### src/rtl/rb_pkg.sv
package rb_pkg;
  localparam int DW = 64;
  localparam int MEM_EN_BIT = 62;

  typedef enum logic [3:0] {
    S_FAULT, S_ACT0, S_ACT1, S_BASE, S_FBASE, S_CTRL, S_SEMR, S_DMAUP, S_OFFS
  } slot_e;
  localparam int NUM_SLOTS = 9;

  typedef enum logic [1:0] {OP_PLAIN, OP_AND, OP_OR, OP_CLR} op_e;

  typedef struct packed {
    logic  rd_ok;
    logic  wr_ok;
    slot_e slot;
    op_e   op;
  } dec_t;

  localparam logic [DW-1:0] BASE_MASK  = 64'h0003_FFFF_FFF0_0001;
  localparam logic [DW-1:0] FBASE_MASK = 64'h0003_FFFF_0000_0000;
  localparam logic [DW-1:0] OFFS_MASK  = 64'hFFFF_E00F_0000_0000;

  function automatic logic [DW-1:0] slot_mask(int s);
    case (s)
      int'(S_BASE):  return BASE_MASK;
      int'(S_FBASE): return FBASE_MASK;
      int'(S_OFFS):  return OFFS_MASK;
      default:       return '1;
    endcase
  endfunction
endpackage

### src/rtl/rb_decode.sv
module rb_decode
  import rb_pkg::*;
#(
  parameter int ADDR_W      = 9,
  parameter int IDX_OFFSET  = 0,
  parameter bit BASE_WR_OK  = 1'b1
) (
  input  logic [ADDR_W-1:0] addr_i,
  output dec_t              dec_o
);
  logic [2:0] unused_lo;
  assign unused_lo = addr_i[2:0];

  int unsigned idx;
  assign idx = 32'(addr_i[ADDR_W-1:3]) + 32'(IDX_OFFSET);

  always_comb begin
    dec_o = '{rd_ok: 1'b0, wr_ok: 1'b0, slot: S_FAULT, op: OP_PLAIN};
    case (idx)
      32'h00: dec_o = '{1'b1, 1'b1, S_FAULT, OP_PLAIN};
      32'h01: dec_o = '{1'b0, 1'b1, S_FAULT, OP_AND};
      32'h02: dec_o = '{1'b0, 1'b1, S_FAULT, OP_OR};
      32'h06: dec_o = '{1'b1, 1'b1, S_ACT0, OP_PLAIN};
      32'h07: dec_o = '{1'b1, 1'b1, S_ACT1, OP_PLAIN};
      32'h0A: dec_o = '{1'b1, BASE_WR_OK, S_BASE, OP_PLAIN};
      32'h0B: dec_o = '{1'b1, 1'b1, S_FBASE, OP_PLAIN};
      32'h0E: dec_o = '{1'b1, 1'b1, S_CTRL, OP_PLAIN};
      32'h0F: dec_o = '{1'b1, 1'b1, S_SEMR, OP_PLAIN};
      32'h12: dec_o = '{1'b0, 1'b1, S_CTRL, OP_OR};
      32'h13: dec_o = '{1'b0, 1'b1, S_CTRL, OP_CLR};
      32'h14: dec_o = '{1'b1, 1'b1, S_DMAUP, OP_PLAIN};
      32'h1B: dec_o = '{1'b1, 1'b1, S_OFFS, OP_PLAIN};
      default: ;
    endcase
  end
endmodule

### src/rtl/rb_field.sv
module rb_field
  import rb_pkg::*;
#(
  parameter logic [DW-1:0] MASK = '1,
  parameter logic [DW-1:0] RST  = '0
) (
  input  logic          clk_i,
  input  logic          rst_ni,
  input  logic          wr_i,
  input  op_e           op_i,
  input  logic [DW-1:0] wdata_i,
  output logic [DW-1:0] q_o,
  output logic [DW-1:0] nxt_o
);
  logic [DW-1:0] raw;

  always_comb begin
    case (op_i)
      OP_AND:  raw = q_o & wdata_i;
      OP_OR:   raw = q_o | wdata_i;
      OP_CLR:  raw = q_o & ~wdata_i;
      default: raw = wdata_i;
    endcase
  end
  assign nxt_o = raw & MASK;

  always_ff @(posedge clk_i or negedge rst_ni) begin
    if (!rst_ni)   q_o <= RST & MASK;
    else if (wr_i) q_o <= nxt_o;
  end
endmodule

### src/rtl/rb_dualport.sv
module rb_dualport
  import rb_pkg::*;
#(
  parameter int          ADDR_W       = 9,
  parameter logic [63:0] BASE_DEFAULT = 64'h0000_0006_0300_0000
) (
  input  logic              clk_i,
  input  logic              rst_ni,
  input  logic              cfg_req_i,
  input  logic              cfg_we_i,
  input  logic [ADDR_W-1:0] cfg_addr_i,
  input  logic [63:0]       cfg_wdata_i,
  output logic [63:0]       cfg_rdata_o,
  input  logic              mmio_req_i,
  input  logic              mmio_we_i,
  input  logic [ADDR_W-1:0] mmio_addr_i,
  input  logic [63:0]       mmio_wdata_i,
  output logic [63:0]       mmio_rdata_o,
  output logic              win_en_o,
  output logic [63:0]       win_base_o,
  output logic              win_chg_o
  ,output logic             err_o
);
  localparam logic [DW-1:0] BASE_RST = BASE_DEFAULT | 64'd1;

  dec_t cdec, mdec;

  rb_decode #(.ADDR_W(ADDR_W), .IDX_OFFSET(0), .BASE_WR_OK(1'b1)) u_cdec (
    .addr_i(cfg_addr_i), .dec_o(cdec));
  rb_decode #(.ADDR_W(ADDR_W), .IDX_OFFSET(10), .BASE_WR_OK(1'b0)) u_mdec (
    .addr_i(mmio_addr_i), .dec_o(mdec));

  logic cfg_wr, mmio_wr, cfg_ok, mmio_ok;
  logic cfg_bad, mmio_bad;
  assign cfg_wr  = cfg_req_i & cfg_we_i;
  assign mmio_wr = mmio_req_i & mmio_we_i;
  assign cfg_ok  = cfg_wr & cdec.wr_ok;
  assign mmio_ok = mmio_wr & mdec.wr_ok & ~cfg_wr;  // config port wins
  assign cfg_bad  = cfg_req_i & (cfg_we_i ? ~cdec.wr_ok : ~cdec.rd_ok);
  assign mmio_bad = mmio_req_i & (mmio_we_i ? (~mdec.wr_ok | cfg_wr) : ~mdec.rd_ok);

  logic          w_en;
  slot_e         w_slot;
  op_e           w_op;
  logic [DW-1:0] w_data;
  assign w_en   = cfg_ok | mmio_ok;
  assign w_slot = cfg_ok ? cdec.slot : mdec.slot;
  assign w_op   = cfg_ok ? cdec.op : mdec.op;
  assign w_data = cfg_ok ? cfg_wdata_i : mmio_wdata_i;

  logic [DW-1:0] rq  [NUM_SLOTS];
  logic [DW-1:0] rnx [NUM_SLOTS];

  for (genvar g = 0; g < NUM_SLOTS; g++) begin : g_slot
    rb_field #(
      .MASK(slot_mask(g)),
      .RST (g == int'(S_BASE) ? BASE_RST : '0)
    ) u_field (
      .clk_i  (clk_i),
      .rst_ni (rst_ni),
      .wr_i   (w_en && (w_slot == slot_e'(g))),
      .op_i   (w_op),
      .wdata_i(w_data),
      .q_o    (rq[g]),
      .nxt_o  (rnx[g])
    );
  end

  logic base_mod, memen_mod;
  assign base_mod  = w_en && (w_slot == S_BASE) && (rnx[S_BASE] != rq[S_BASE]);
  assign memen_mod = w_en && (w_slot == S_CTRL) &&
                     (rnx[S_CTRL][MEM_EN_BIT] != rq[S_CTRL][MEM_EN_BIT]);

  always_ff @(posedge clk_i or negedge rst_ni) begin
    if (!rst_ni) begin
      cfg_rdata_o  <= '0;
      mmio_rdata_o <= '0;
      win_chg_o    <= 1'b0;
      err_o        <= 1'b0;
    end else begin
      if (cfg_req_i && !cfg_we_i)
        cfg_rdata_o <= cdec.rd_ok ? rq[cdec.slot] : '1;
      if (mmio_req_i && !mmio_we_i)
        mmio_rdata_o <= mdec.rd_ok ? rq[mdec.slot] : '1;
      win_chg_o <= base_mod | memen_mod;
      if (cfg_bad || mmio_bad) err_o <= 1'b1;
    end
  end

  assign win_en_o   = rq[S_BASE][0];
  assign win_base_o = {rq[S_BASE][DW-1:1], 1'b0};
endmodule

### config.mk
export PLATFORM = sky130hd
export DESIGN_NAME = rb_dualport
export DESIGN_NICKNAME = d
export VERILOG_FILES = /design/src/rtl/rb_pkg.sv /design/src/rtl/rb_decode.sv /design/src/rtl/rb_field.sv /design/src/rtl/rb_dualport.sv
export SDC_FILE = /design/constraint.sdc
export NUM_CORES = 2
export LEC_CHECK = 0
export CELL_PAD_IN_SITES_DETAIL_PLACEMENT = 1
export CELL_PAD_IN_SITES_GLOBAL_PLACEMENT = 2
export CORE_ASPECT_RATIO = 1.75
export CORE_MARGIN = 5
export CORE_UTILIZATION = 37
export CTS_BUF_LIST = sky130_fd_sc_hd__clkbuf_16
export DETAILED_ROUTE_END_ITERATION = 8
export GPL_TIMING_DRIVEN = 1
export PLACE_DENSITY_LB_ADDON = 0.1
export SLEW_MARGIN = 25
export SYNTH_ARGS = -nofsm -noshare
export SYNTH_HDL_FRONTEND = slang
export SYNTH_SLANG_ARGS = --single-unit
export TNS_END_PERCENT = 50
### constraint.sdc
create_clock -name clk_i -period 6.7 [get_ports clk_i]
set_input_delay 0.67 -clock clk_i [delete_from_list [all_inputs] [get_ports clk_i]]
set_output_delay 0.67 -clock clk_i [all_outputs]
set_load 0.05 [all_outputs]
==> impl_summary.log <==
INFO  metric status = finished, violations left
INFO  metric violated_checks = hold timing
INFO  metric fillers = 10620
INFO  metric worstSkewPairLatency = 680 ps
INFO  metric power_leakage = 0.0158 uW
INFO  metric floorplan.initialDensity = 0.372
INFO  metric num_io_pins = 347
INFO  metric finalHoldWorstSlack = -38.5 ps
INFO  metric gr-total-overflow = 0
INFO  metric worst_path_dominant_cell_family = compound AO/OA/AOI/OAI gates
INFO  metric worst_pin_slew = 1090 ps
INFO  metric top_layer = met4
INFO  metric synthXorXnorAreaFrac = 0.00474
INFO  metric dieArea = 96200 um^2
INFO  metric worstSetupStartpointType = input port
INFO  metric timing.setup.tns = 0 ps
INFO  metric post_synth.cell_area_avg = 8.05 um^2
INFO  metric synth-edff-count = 0
INFO  metric slowest_delay = 670 ps
INFO  metric synth_area = 33200 um^2
INFO  metric timing.final.crit_share = 0.709
INFO  metric fraction_of_the_mapped_netlist_area_in_adder_cells = 0.000376
INFO  metric synth_top_family_by_area = compound AO/OA/AOI/OAI gates
INFO  metric grt_first_pass_wirelength = 235 mm
INFO  metric ctsLongestPathBuffers = 3
INFO  metric postSynth.asyncResetShare = 1.00
INFO  metric internal_portion_of_total_power = 6790 uW
INFO  metric design_power_total = 10400 uW
INFO  metric coreArea = 89300 um^2
INFO  metric post_synth_num_cell_types = 90
INFO  metric power_density = 265 nW/um^2
INFO  metric num_rows = 145
INFO  metric cts_tree = done
INFO  metric cts-buffers-inserted = 60
INFO  metric num-nets-final = 4381
INFO  metric worst_ir_drop_vdd = 0.242 mV
INFO  metric clock_sink_count = 586
INFO  metric slew-limit-headroom = 0.266
INFO  metric met3_length = 7.51 mm
INFO  metric vias_per_cell = 6.16
INFO  metric ctsResizeCount = 0
INFO  metric route.vias.total = 33618
INFO  metric pwr-share-clk = 0.349
INFO  metric grt_antenna_before_repair = 0
INFO  metric rsz0062_at_grt = false
INFO  metric critical_path.cell_chain = clkdlybuf4s50_1, buf_4, ha_1, xor2_1, o32ai_2, o211ai_4, buf_4, mux2i_1, mux2i_1, a2111oi_1, nand4_1, nor4_2, o32ai_1
INFO  metric totalWireLength = 159 mm
INFO  metric cp_data_required_time = 7210 ps
INFO  metric wirelength_met1 = 59.6 mm
INFO  metric netlist_instances = 4131
INFO  metric final_area = 39300 um^2
INFO  metric synth-warning-count = 0
INFO  metric postSynthRegisterBits = 586
INFO  metric seq_area_frac_synth = 0.441
INFO  metric timing.final.setup_violations = 0
INFO  metric gpl.final_weighted_congestion = 0.903
INFO  metric p_sw_frac = 0.349
INFO  metric largest_net_degree_at_the_start_of_global_routing = 141
INFO  metric timing.max_cap.violations = 0
INFO  metric multi_input_area = 17000 um^2
INFO  metric synth_mux_area_frac = 0.0233
INFO  metric dominant_register_cell_in_the_synthesized_netlist = sky130_fd_sc_hd__dfrtp_1
INFO  metric post-route-worst-setup-slack = 1950 ps
INFO  metric route.met2.wl = 78.9 mm
INFO  metric ctsHoldBuffers = 0
INFO  metric first_global_vias = 35095
INFO  metric sequential_standard_cell_area = 14700 um^2
INFO  metric end_kind = register
INFO  metric maximum_level_of_the_cts_h_tree = 2
INFO  metric post_drt_wl_per_cell = 29.1 um
INFO  metric dr.pass1.iters = 5
INFO  metric clockRootBuffer = sky130_fd_sc_hd__clkbuf_16
INFO  metric detail-route-antenna-nets = 0
INFO  metric timing_hold_violations_final = 6
INFO  metric dieHeight = 407 um
INFO  metric layout-drive-gt1-share = 0.0696
INFO  metric path_max_fanout = 20
INFO  metric pre_cts_ws = 1330 ps
INFO  metric power.switching = 3640 uW
INFO  metric highest_delay_cell_along_the_critical_path = sky130_fd_sc_hd__a2111oi_1
INFO  metric max_freq = 210 MHz
INFO  metric antennaDiodeCount = 0
INFO  metric die_w = 237 um
INFO  metric cp_bufs_invs = 3
INFO  metric area_growth = 18.3%
INFO  metric criticalPathCategory = in -> reg
INFO  metric final.setup_skew = 18.9 ps
INFO  metric detail_route.drc_violations = 0
INFO  metric place.port_buffers = 306
INFO  metric seq_power_share = 0.401
INFO  metric dr.first_iter.drc_count = 2432
INFO  metric number_of_pins_exceeding_their_max_slew_limit_in_the_final_report = 0
INFO  metric layout_min_cycle_time = 4750 ps
INFO  metric placedInstanceArea = 37300 um^2
INFO  metric cp_data_arrival_time = 5270 ps
INFO  metric grtUsageTotal = 0.321
INFO  metric post_cts_setup_inserts = 0
INFO  metric clk_transition_reported_paths = 70 ps
INFO  metric power.combinational.fraction = 0.250
INFO  metric hpwlAfterDp = 104 mm
INFO  metric holdCritPathClass = in -> async
INFO  metric synth_simple_gate_area_share = 0.151
INFO  metric synth-compound-area-share = 0.318
## per-layer routing
metal | up-vias | track usage
met1 | 17125 | 0.366
met2 | 1142 | 0.569
li1 | 14959 | -
met5 | - | 0
met4 | 0 | 0.206
met3 | 392 | 0.0363
## cell families (layout without fill, tap and decap cells)
family | count (synthesis) | after routing
flip-flops | 586 | 586
buffers and inverters | 451 | 566
multiplexers | 75 | 75
AO/OA/AOI/OAI | 1830 | 1830
other | 1 | 34
AND/OR/NAND/NOR | 1169 | 1169
XOR/XNOR | 18 | 18
adder cells (fa/ha/maj) | 1 | 1
## path summary, 6_finish.rpt
path                                                 from                        end  slack (ps)  cells past startpoint
worst max-delay path                       mmio_addr_i[4]                  win_chg_o        1950                     13
worst min-delay path                               rst_ni  g_slot[2].u_field.q_o[57]         -40                      1
worst max register to register  g_slot[3].u_field.q_o[35]                  win_chg_o        3090                      9
worst min register to register            cfg_rdata_o[14]            cfg_rdata_o[14]         480                      2
max in group asynchronous                          rst_ni           mmio_rdata_o[25]        5250                      2
min in group clk_i                        cfg_rdata_o[14]            cfg_rdata_o[14]         480                      2
## power by group through the flow
stage | Combinational, uW | Sequential (uW) | Clock, uW
2_1_floorplan | 1220 | 4520 | 0
3_3_place_gp | 2570 | 4230 | 0
3_5_place_dp | 2610 | 4240 | 0
4_1_cts | 2620 | 4180 | 3710
5_1_grt | 2790 | 4220 | 3850
6_report | 2610 | 4180 | 3640
## placed cells by master (no fill, tap or decap), types with 11 or more instances in the layout
master,Yosys,routed
sky130_fd_sc_hd__a211oi_1,78,78
sky130_fd_sc_hd__a21oi_1,951,947
sky130_fd_sc_hd__a221oi_1,16,16
sky130_fd_sc_hd__a22o_1,28,28
sky130_fd_sc_hd__a311oi_1,12,12
sky130_fd_sc_hd__a31oi_1,19,19
sky130_fd_sc_hd__and2_1,21,21
sky130_fd_sc_hd__and3_1,18,16
sky130_fd_sc_hd__buf_12,0,14
sky130_fd_sc_hd__buf_4,42,89
sky130_fd_sc_hd__clkbuf_16,0,61
sky130_fd_sc_hd__clkdlybuf4s50_1,0,305
sky130_fd_sc_hd__clkinv_2,0,13
sky130_fd_sc_hd__conb_1,1,34
sky130_fd_sc_hd__dfrtp_1,581,581
sky130_fd_sc_hd__inv_1,42,56
sky130_fd_sc_hd__mux2i_1,68,66
sky130_fd_sc_hd__nand2_1,677,677
sky130_fd_sc_hd__nand3_1,195,194
sky130_fd_sc_hd__nor2_1,172,161
sky130_fd_sc_hd__nor2_4,1,11
sky130_fd_sc_hd__o2111ai_1,18,18
sky130_fd_sc_hd__o211ai_1,42,42
sky130_fd_sc_hd__o21ai_0,415,415
sky130_fd_sc_hd__o21ai_1,38,35
sky130_fd_sc_hd__o22a_1,84,83
sky130_fd_sc_hd__o2bb2ai_1,13,13
sky130_fd_sc_hd__o31ai_1,41,41
sky130_fd_sc_hd__or2_2,15,15
sky130_fd_sc_hd__xnor2_1,14,14
## per-stage QoR
step,utilization,cells
after floorplan,-,4164
after global placement,0.417,5342
after detailed placement,0.418,5342
after CTS,0.440,5455
after global routing,0.441,5455
final,0.441,5455
## synth_stat cells, drive strengths merged, types with 18 or more instances
cell type | n | share of area
nand2 | 678 | 0.077
o21ai | 459 | 0.070
and3 | 18 | 0.0034
o22a | 84 | 0.022
clkbuf | 229 | 0.026
or2 | 21 | 0.0040
dfrtp | 581 | 0.44
a31oi | 20 | 0.0042
o211ai | 43 | 0.0099
o2111ai | 18 | 0.0047
a22o | 29 | 0.0079
inv | 44 | 0.0050
mux2i | 71 | 0.022
nor2 | 178 | 0.021
a211oi | 79 | 0.018
buf | 178 | 0.030
nand3 | 195 | 0.029
and2 | 21 | 0.0040
a21oi | 960 | 0.15
o31ai | 42 | 0.0096
## flip-flops by register name, summed over array words and instances, names as in the netlist
name / cells
cfg_rdata_o: 64
win_chg_o: 1
mmio_rdata_o: 64
g_slot.u_field.q_o: 456
err_o: 1
## area by class of cell
class                   instances  share of cell area
clock buffers                  61              0.0388
clock inverters                52              0.0133
inverters                      44             0.00420
multi-input cells            3127               0.431
flip-flops and latches        586               0.373
well taps                    1176              0.0374
repair buffers                409               0.102
(Power assumes the default switching activity.)
